**src/rtl/ecc_ram_pkg.sv**
```systemverilog
`timescale 1ns/1ps
package ecc_ram_pkg;

    localparam int HALF_W = 16;
    localparam int CODE_W = 7;
    localparam int WORD_W = 2 * HALF_W;
    localparam int BYTES  = WORD_W / 8;

    typedef enum logic [1:0] {
        MODE_NORMAL = 2'b00,
        MODE_DTEST  = 2'b01,
        MODE_CTEST  = 2'b10,
        MODE_RSVD   = 2'b11
    } mode_e;

    typedef enum logic [2:0] {
        ST_IDLE,
        ST_WRITE,
        ST_NREAD,
        ST_DREAD,
        ST_CREAD,
        ST_REJECT
    } state_e;

    typedef struct packed {
        logic [CODE_W-1:0] acode;
        logic [CODE_W-1:0] hcode;
        logic [CODE_W-1:0] lcode;
    } chk_t;

    // Column j of the parity-check matrix: the j-th 7-bit value of weight three.
    function automatic logic [CODE_W-1:0] hsiao_col(input int j);
        int                n;
        logic [CODE_W-1:0] r;
        n = 0;
        r = '0;
        for (int v = 0; v < (1 << CODE_W); v++) begin
            if ($countones(v[CODE_W-1:0]) == 3) begin
                if (n == j) r = v[CODE_W-1:0];
                n++;
            end
        end
        return r;
    endfunction

    function automatic logic [CODE_W-1:0] hsiao_enc(input logic [HALF_W-1:0] d);
        logic [CODE_W-1:0] c;
        c = '0;
        for (int j = 0; j < HALF_W; j++) begin
            if (d[j]) c ^= hsiao_col(j);
        end
        return c;
    endfunction

    // Packed layout of the three codes as seen in check-test mode.
    function automatic logic [WORD_W-1:0] chk_pack(input chk_t c);
        return {9'b0, c.acode, 1'b0, c.hcode, 1'b0, c.lcode};
    endfunction

    function automatic chk_t chk_unpack(input logic [WORD_W-1:0] w);
        chk_t c;
        c.lcode = w[6:0];
        c.hcode = w[14:8];
        c.acode = w[22:16];
        return c;
    endfunction

endpackage

```
**src/rtl/ecc_ram_enc.sv**
```systemverilog
`timescale 1ns/1ps
module ecc_ram_enc
    import ecc_ram_pkg::*;
#(
    parameter int ADDR_W = 6
) (
    input  logic [WORD_W-1:0] word,
    input  logic [ADDR_W-1:0] addr,
    output chk_t              code
);
    localparam int HALVES = WORD_W / HALF_W;

    logic [CODE_W-1:0] half_code [HALVES];

    for (genvar h = 0; h < HALVES; h++) begin : g_half
        assign half_code[h] = hsiao_enc(word[h*HALF_W +: HALF_W]);
    end

    assign code.lcode = half_code[0];
    assign code.hcode = half_code[1];
    assign code.acode = hsiao_enc(HALF_W'(addr));

endmodule

```
**src/rtl/ecc_ram_dec.sv**
```systemverilog
`timescale 1ns/1ps
module ecc_ram_dec
    import ecc_ram_pkg::*;
(
    input  logic [HALF_W-1:0] data,
    input  logic [CODE_W-1:0] stored,
    output logic [HALF_W-1:0] fixed,
    output logic              corr,
    output logic              uncorr
);
    logic [CODE_W-1:0] syn;
    logic [HALF_W-1:0] hit;

    assign syn = stored ^ hsiao_enc(data);

    for (genvar j = 0; j < HALF_W; j++) begin : g_col
        assign hit[j] = (syn == hsiao_col(j));
    end

    // A miss on every column leaves the half unmodified.
    assign fixed = data ^ hit;

    always_comb begin
        corr   = 1'b0;
        uncorr = 1'b0;
        if (syn != '0) begin
            if ((|hit) || ($countones(syn) == 1)) corr = 1'b1;
            else                                   uncorr = 1'b1;
        end
    end

endmodule

```
**src/rtl/ecc_ram_store.sv**
```systemverilog
`timescale 1ns/1ps
module ecc_ram_store
    import ecc_ram_pkg::*;
#(
    parameter int ADDR_W = 6
) (
    input  logic              clk,
    input  logic [ADDR_W-1:0] addr,
    input  logic              we_data,
    input  logic [WORD_W-1:0] wr_data,
    input  logic              we_chk,
    input  chk_t              wr_chk,
    output logic [WORD_W-1:0] rd_data,
    output chk_t              rd_chk
);
    localparam int DEPTH = 1 << ADDR_W;

    logic [WORD_W-1:0] data_mem [DEPTH];
    chk_t              chk_mem  [DEPTH];

    always_ff @(posedge clk) begin
        if (we_data) data_mem[addr] <= wr_data;
        if (we_chk)  chk_mem[addr]  <= wr_chk;
    end

    assign rd_data = data_mem[addr];
    assign rd_chk  = chk_mem[addr];

endmodule

```
**src/rtl/ecc_ram.sv**
```systemverilog
`timescale 1ns/1ps
module ecc_ram
    import ecc_ram_pkg::*;
#(
    parameter int ADDR_W = 6
) (
    input  logic              clk,
    input  logic              rst_n,
    input  logic              rd_en,
    input  logic              wr_en,
    input  logic [1:0]        mode,
    input  logic [ADDR_W-1:0] addr,
    input  logic [3:0]        be,
    input  logic [31:0]       wdata,
    output logic [31:0]       rdata,
    output logic              rvalid,
    output logic              err_corr,
    output logic              err_uncorr,
    output logic              err_addr,
    output logic              acc_err
);
    state_e            state_q, state_d;
    mode_e             mode_v;
    logic              full_be;

    logic [WORD_W-1:0] raw_word;
    chk_t              raw_chk;
    logic [WORD_W-1:0] fixed_word;
    logic              corr_lo, corr_hi, unc_lo, unc_hi;
    logic              addr_bad;
    chk_t              cur_code;

    logic [WORD_W-1:0] merged;
    chk_t              merged_code;
    logic              we_data, we_chk;
    logic [WORD_W-1:0] st_wdata;
    chk_t              st_wchk;

    logic [WORD_W-1:0] rdata_q;
    logic              corr_q, unc_q, aerr_q, acc_q;

    assign mode_v  = mode_e'(mode);
    assign full_be = (be == {BYTES{1'b1}});

    // ---------------------------------------------------------------- storage
    ecc_ram_store #(.ADDR_W(ADDR_W)) u_store (
        .clk     (clk),
        .addr    (addr),
        .we_data (we_data),
        .wr_data (st_wdata),
        .we_chk  (we_chk),
        .wr_chk  (st_wchk),
        .rd_data (raw_word),
        .rd_chk  (raw_chk)
    );

    // ---------------------------------------------------------------- check path
    ecc_ram_dec u_dec_lo (
        .data   (raw_word[HALF_W-1:0]),
        .stored (raw_chk.lcode),
        .fixed  (fixed_word[HALF_W-1:0]),
        .corr   (corr_lo),
        .uncorr (unc_lo)
    );

    ecc_ram_dec u_dec_hi (
        .data   (raw_word[WORD_W-1:HALF_W]),
        .stored (raw_chk.hcode),
        .fixed  (fixed_word[WORD_W-1:HALF_W]),
        .corr   (corr_hi),
        .uncorr (unc_hi)
    );

    // Code of the stored word as it would be rewritten; only the address part is used here.
    ecc_ram_enc #(.ADDR_W(ADDR_W)) u_enc_cur (
        .word (fixed_word),
        .addr (addr),
        .code (cur_code)
    );

    assign addr_bad = (raw_chk.acode != cur_code.acode);

    // ---------------------------------------------------------------- write path
    for (genvar k = 0; k < BYTES; k++) begin : g_merge
        assign merged[k*8 +: 8] = be[k] ? wdata[k*8 +: 8] : fixed_word[k*8 +: 8];
    end

    ecc_ram_enc #(.ADDR_W(ADDR_W)) u_enc_wr (
        .word (merged),
        .addr (addr),
        .code (merged_code)
    );

    always_comb begin
        we_data  = 1'b0;
        we_chk   = 1'b0;
        st_wdata = merged;
        st_wchk  = merged_code;
        if (state_d == ST_WRITE) begin
            unique case (mode_v)
                MODE_NORMAL: begin
                    we_data = 1'b1;
                    we_chk  = 1'b1;
                end
                MODE_DTEST: begin
                    we_data  = 1'b1;
                    st_wdata = wdata;
                end
                MODE_CTEST: begin
                    we_chk  = 1'b1;
                    st_wchk = chk_unpack(wdata);
                end
                MODE_RSVD: begin
                    we_data = 1'b0;
                end
            endcase
        end
    end

    // ---------------------------------------------------------------- next state
    always_comb begin
        state_d = ST_IDLE;
        if (rd_en && wr_en) begin
            state_d = ST_REJECT;
        end else if (rd_en || wr_en) begin
            unique case (mode_v)
                MODE_NORMAL: state_d = wr_en ? ST_WRITE : ST_NREAD;
                MODE_DTEST:  state_d = !full_be ? ST_REJECT
                                     : (wr_en ? ST_WRITE : ST_DREAD);
                MODE_CTEST:  state_d = !full_be ? ST_REJECT
                                     : (wr_en ? ST_WRITE : ST_CREAD);
                MODE_RSVD:   state_d = ST_REJECT;
            endcase
        end
    end

    // ---------------------------------------------------------------- state register
    always_ff @(posedge clk or negedge rst_n) begin
        if (!rst_n) state_q <= ST_IDLE;
        else        state_q <= state_d;
    end

    // ---------------------------------------------------------------- output register
    always_ff @(posedge clk or negedge rst_n) begin
        if (!rst_n) begin
            rdata_q <= '0;
            corr_q  <= 1'b0;
            unc_q   <= 1'b0;
            aerr_q  <= 1'b0;
            acc_q   <= 1'b0;
        end else begin
            corr_q <= 1'b0;
            unc_q  <= 1'b0;
            aerr_q <= 1'b0;
            acc_q  <= 1'b0;
            unique case (state_d)
                ST_NREAD: begin
                    rdata_q <= fixed_word;
                    corr_q  <= corr_lo | corr_hi;
                    unc_q   <= unc_lo | unc_hi | addr_bad;
                    aerr_q  <= addr_bad;
                end
                ST_DREAD:  rdata_q <= raw_word;
                ST_CREAD:  rdata_q <= chk_pack(raw_chk);
                ST_REJECT: acc_q   <= 1'b1;
                ST_IDLE, ST_WRITE: acc_q <= 1'b0;
                default:   acc_q   <= 1'b0;
            endcase
        end
    end

    assign rdata      = rdata_q;
    assign rvalid     = (state_q == ST_NREAD) || (state_q == ST_DREAD) || (state_q == ST_CREAD);
    assign err_corr   = corr_q;
    assign err_uncorr = unc_q;
    assign err_addr   = aerr_q;
    assign acc_err    = acc_q;

endmodule

```
**config.mk**
```make
export PLATFORM = sky130hd
export DESIGN_NAME = ecc_ram
export DESIGN_NICKNAME = d
export VERILOG_FILES = /design/src/rtl/ecc_ram_pkg.sv /design/src/rtl/ecc_ram_enc.sv /design/src/rtl/ecc_ram_dec.sv /design/src/rtl/ecc_ram_store.sv /design/src/rtl/ecc_ram.sv
export SDC_FILE = /design/constraint.sdc
export NUM_CORES = 2
export LEC_CHECK = 0
export BUFFER_PORTS_ARGS = -buffer_cell sky130_fd_sc_hd__buf_2
export CORE_UTILIZATION = 40
export CTS_CLUSTER_SIZE = 25
export DETAILED_ROUTE_END_ITERATION = 16
export HOLD_SLACK_MARGIN = 0.02
export PLACE_DENSITY = 0.63
export SYNTH_ARGS = -nofsm -noshare
export SYNTH_HDL_FRONTEND = slang
export SYNTH_HIERARCHICAL = 1
export SYNTH_SLANG_ARGS = --single-unit
```
**constraint.sdc**
```tcl
create_clock -name clk -period 6.5 [get_ports clk]
set_input_delay 0.65 -clock clk [delete_from_list [all_inputs] [get_ports clk]]
set_output_delay 0.65 -clock clk [all_outputs]
set_load 0.005 [all_outputs]
```
# Yosys cells after proc, flatten, opt, wreduce, memory -nomap -nowiden
# Memories as Yosys holds them, arrays and structs flattened.
# Index checks and enable logic that the tools add are counted.
# word_totals
register_bits	39
latch_bits	0
ram_bits	3392
rom_bits	0
input_bits	48
wordCells	9775
n_memories	2
# memory_table
name	words	width	rd	rd_ports_with_merged_regs	write_ports	line	text
u_store.data_mem	64	32	1	0	1	ecc_ram_store.sv:18	logic [WORD_W-1:0] data_mem [DEPTH];
u_store.chk_mem	64	21	1	0	1	ecc_ram_store.sv:19	chk_t chk_mem [DEPTH];
# classes
addsub	2322
n_mul	0
n_div	0
magnitude_cmp	0
eq_ne	2257
n_shift	0
muxes	4932
n_bitwise	72
reduce_logical	184
# ops
cell	n
32-bit two-way mux	2382
32-bit by 2-bit adder with 32-bit output, second input constant	2310
32-bit by 5-bit equality test with 1-bit output, second input constant	1088
32-bit by 4-bit equality test with 1-bit output, second input constant	612
32-bit by 3-bit equality test with 1-bit output, second input constant	340
7-bit two-way mux	1185
32-bit by 2-bit equality test with 1-bit output, second input constant	172
32-bit logical NOT	170
6-bit two-way mux	700
5-bit two-way mux	420
4-bit two-way mux	210
7-bit bitwise XOR	67
32-bit adder	4
32-bit one-hot mux with 3 select lines	1
7-bit by 5-bit equality test with 1-bit output, second input constant	12
7-bit by 6-bit equality test with 1-bit output, second input constant	12
32-bit by 1-bit adder with 32-bit output	2
7-bit by 4-bit equality test with 1-bit output, second input constant	6
21-bit two-way mux	2
8-bit two-way mux	4
16-bit OR reduction	2
16-bit bitwise XOR	2
1-bit two-way mux	20
3-bit two-way mux	5
other kinds (18)	39

# Longest topological paths before layout
# An unclocked memory read counts as a cell.
# depth
word_depth	207
mapped_depth	29
ltp_nobuf	23

# By module
# The synthesis kept the hierarchy.
# modules_own_cells
mod	instances	cells_each	area_per_inst_um2	seq_area_each_um2
ecc_ram_store	1	7139	128353.1	101857.7
ecc_ram	1	304	3383.2	975.9
ecc_ram_dec at u_dec_lo	1	116	994.7	0.0
ecc_ram_dec at u_dec_hi	1	111	991.0	0.0
ecc_ram_enc at u_enc_wr	1	74	748.2	0.0
ecc_ram_enc at u_enc_cur	1	73	747.0	0.0

# Worst setup path before layout
# Ideal clock, no wire load.
# synth_timing
path_type	input-to-reg
start	in addr[2]
end	mem u_store/chk_mem[0][8] (netlist bit) (data pin)
t_arrival_ps	5959
path_slack_ps	252
cell_stages	20
path_buffers	5
cell_sequence	buf_6 > buf_6 > buf_8 > buf_6 > clkbuf_1 > mux4_2 > mux2i_1 > o21ai_0 > or4_1 > xor3_2 > xnor3_2 > inv_2 > nor3_2 > and2_2 > xor2_1 > mux2_2 > xor2_1 > xnor3_1 > xnor2_1 > mux2_2
# synth_rtl
item	line	text
start, declared	ecc_ram.sv:12	input logic [ADDR_W-1:0] addr,
end, declared	ecc_ram_store.sv:19	

==> metrics <==
root buf cell=clkbuf_16; vias=around 85000; CTS buffer count=331; synthesis-to-finish area growth=19.2%; crit path time final=about 6400 ps; number of max-cap violations=0; initial antenna violation count=35; synth warn=6; die area=roughly 0.34 mm2; Worst setup EP type=flop; critical path class=input port to flop; Remaining DRCs=0; fmax=about 0.16 GHz; Hold Vio Cnt, Final=0; Critical Path Fanout Max=65; Tcrit/Tclk final=0.992; Req. time, crit path=about 7000 ps; largest net degree at the start of global routing=65; DR WL/cell=about 34 um; Pwr Density=371 mW/mm2; layout cells sized above 1=0.243; most used cell, CP=buf_12; DP Area=between 0.1 and 0.15 mm2; first drt pass iteration count=6; total clock sinks=between 3000 and 4000; die width=around 580 um; number of global-route vias before repair=80800; unrepaired setup endpoints after global routing=false; Post-Syn Area=0.135 mm2; Port Buffers=84; Max Slew Vio Count=0; crit-path max cell delay=approximately 510 ps; slew margin rel.=0.0752; Worst Skew=55.7 ps; CP startpoint kind=input port; Worst-Skew Late Latency=between 900 and 1000 ps; clock tree buffer depth=4; GRT Overall Usage=0.263; fin area=between 0.15 and 0.2 mm2; gpl congestion=about 0.97; DRT antenna net count=0; CP cell instances=buf_12 -> buf_12 -> inv_8 -> buf_12 -> buf_4 -> a221oi_1 -> o221ai_1 -> a211o_1 -> or4_4 -> buf_4 -> xnor3_2 -> xnor3_1 -> nand2b_1 -> nor2b_1 -> buf_4 -> nand3_1 -> xnor2_1 -> mux2_2 -> xnor2_1 -> xnor2_1 -> xnor3_1 -> mux2_2 -> buf_12; Net count, final=approximately 8800; crit path DAT=about 7000 ps; Static Leak=approximately 52 nW; placed cell count=~13000; CTS tree=done; cell row count=roughly 210; Synth Area per Inst=about 17 um2; Gate Count Post-Synth=~7800; Min-Delay Path Class=input port to flop; total core area=~0.33 mm2; Setup Buffers After CTS=0; final core occ=0.480; initial core utilization=0.403; outcome=completed; H-tree depth=5; fin cells=roughly 13000; worst vdd ir=approximately 560 uV; Die Y=582 um; Crit-path slowest cell=or4_4; first-pass GRT wire length=634000 um; DRC marker count from the first detailed-route iteration=about 13000; final setup fails=0; actual slew at the worst max-slew pin=~1400 ps; io pins=85; Worst-path clk slew=approximately 60 ps; drt total wl=roughly 460000 um; Via density=about 6.3; Final HPWL DP=around 300000 um; R2R setup slack=roughly 100 ps; grt ovf=0
==> metal layers <==
metal  vias up  wire (um)  global-route usage
li1      34400          -                   -
met1     43900     173000               0.359
met3       864      58800              0.0701
met4        18      21100               0.105
met5         -        162                   0
met2      5788     206000               0.401
==> stage by stage <==
| step | setup WS [ps] | power, W | TNS (ps) | hold WS, ps |
|---|---|---|---|---|
| after floorplan | 352 | 0.0338 | 0 | 354 |
| after global placement | -1180 | 0.0406 | -695890 | 474 |
| after detailed placement | -1260 | 0.0408 | -770700 | 487 |
| after CTS | 22.0 | 0.0593 | 0 | 45.8 |
| after global routing | 3.70 | 0.0609 | 0 | 103 |
| final | 52.4 | 0.0595 | 0 | 96.5 |
==> layout by cell type (no fill, tap or decap), drive strengths merged, types with 25 or more instances in the layout <==
cell type,count
a22oi,482
nand3,32
nand4,27
nand2,189
nor2,249
clkinv,140
a211oi,30
buf,1258
mux4,55
o22ai,258
a21oi,212
nor4,25
xnor2,130
a211o,48
a22o,48
a31oi,30
o21ai,217
a221oi,734
o221ai,34
edfxtp,3392
o22a,27
bufinv,26
mux2,233
mux2i,231
clkbuf,405
nor3,83
xor2,35
dfrtp,39
a21boi,25
==> worst paths after layout <==
kind | endpoint | from | depth (start not counted)
setup / recovery | u_store/chk_mem[45][3] | addr[1] | 23
max in group asynchronous | err_corr | rst_n | 2
hold reg to reg | rdata[1] | rdata[1] | 1
min in group asynchronous | rdata[14] | rst_n | 2
hold / removal | state_q[0] | wr_en | 2
setup reg to reg | u_store/chk_mem[45][3] | u_store/chk_mem[33][4] | 22
==> registers in the layout (all words and copies together), names as in the netlist <==
signal,flops
err_uncorr,1
err_corr,1
u_store/chk_mem,1344
state_q,3
err_addr,1
acc_err,1
rdata,32
u_store/data_mem,2048
==> timing repair <==
| item | in CTS | in global routing |
|---|---|---|
| pin swaps | 0 | 2 |
| resized for setup | 6 | 29 |
| cloned | 0 | 2 |
| endpoints found under the hold margin | 39 | 0 |
| hold buffers | 1 | 0 |
| endpoints found under the setup margin | 412 | 635 |
==> power by group <==
group,total (W),leakage [nW],switching [W],internal (W)
Clock,0.0188,5.07,0.00820,0.0106
Combinational,0.0127,16.2,0.00839,0.00436
Sequential,0.0279,31.0,0.0000865,0.0278
==> worst max-delay path: cells and delay by family <==
family	cells	cell delay (ps)
compound gates	3	1060
xor+xnor	6	2050
buf+inv	8	1350
mux	2	580
simple gates	4	1030
==> layout make-up <==
type                    instances  area [um2]
clock buffers                 403        8780
fillers                     27600      174000
flip-flops and latches       3431      103000
repair buffers               1261       11800
well taps                    4387        5490
multi-input cells            3701       29900
inverters                      19        83.8
diodes                          9        22.5
clock inverters               185        1600
No activity file was read; power rests on OpenSTA's default activity.
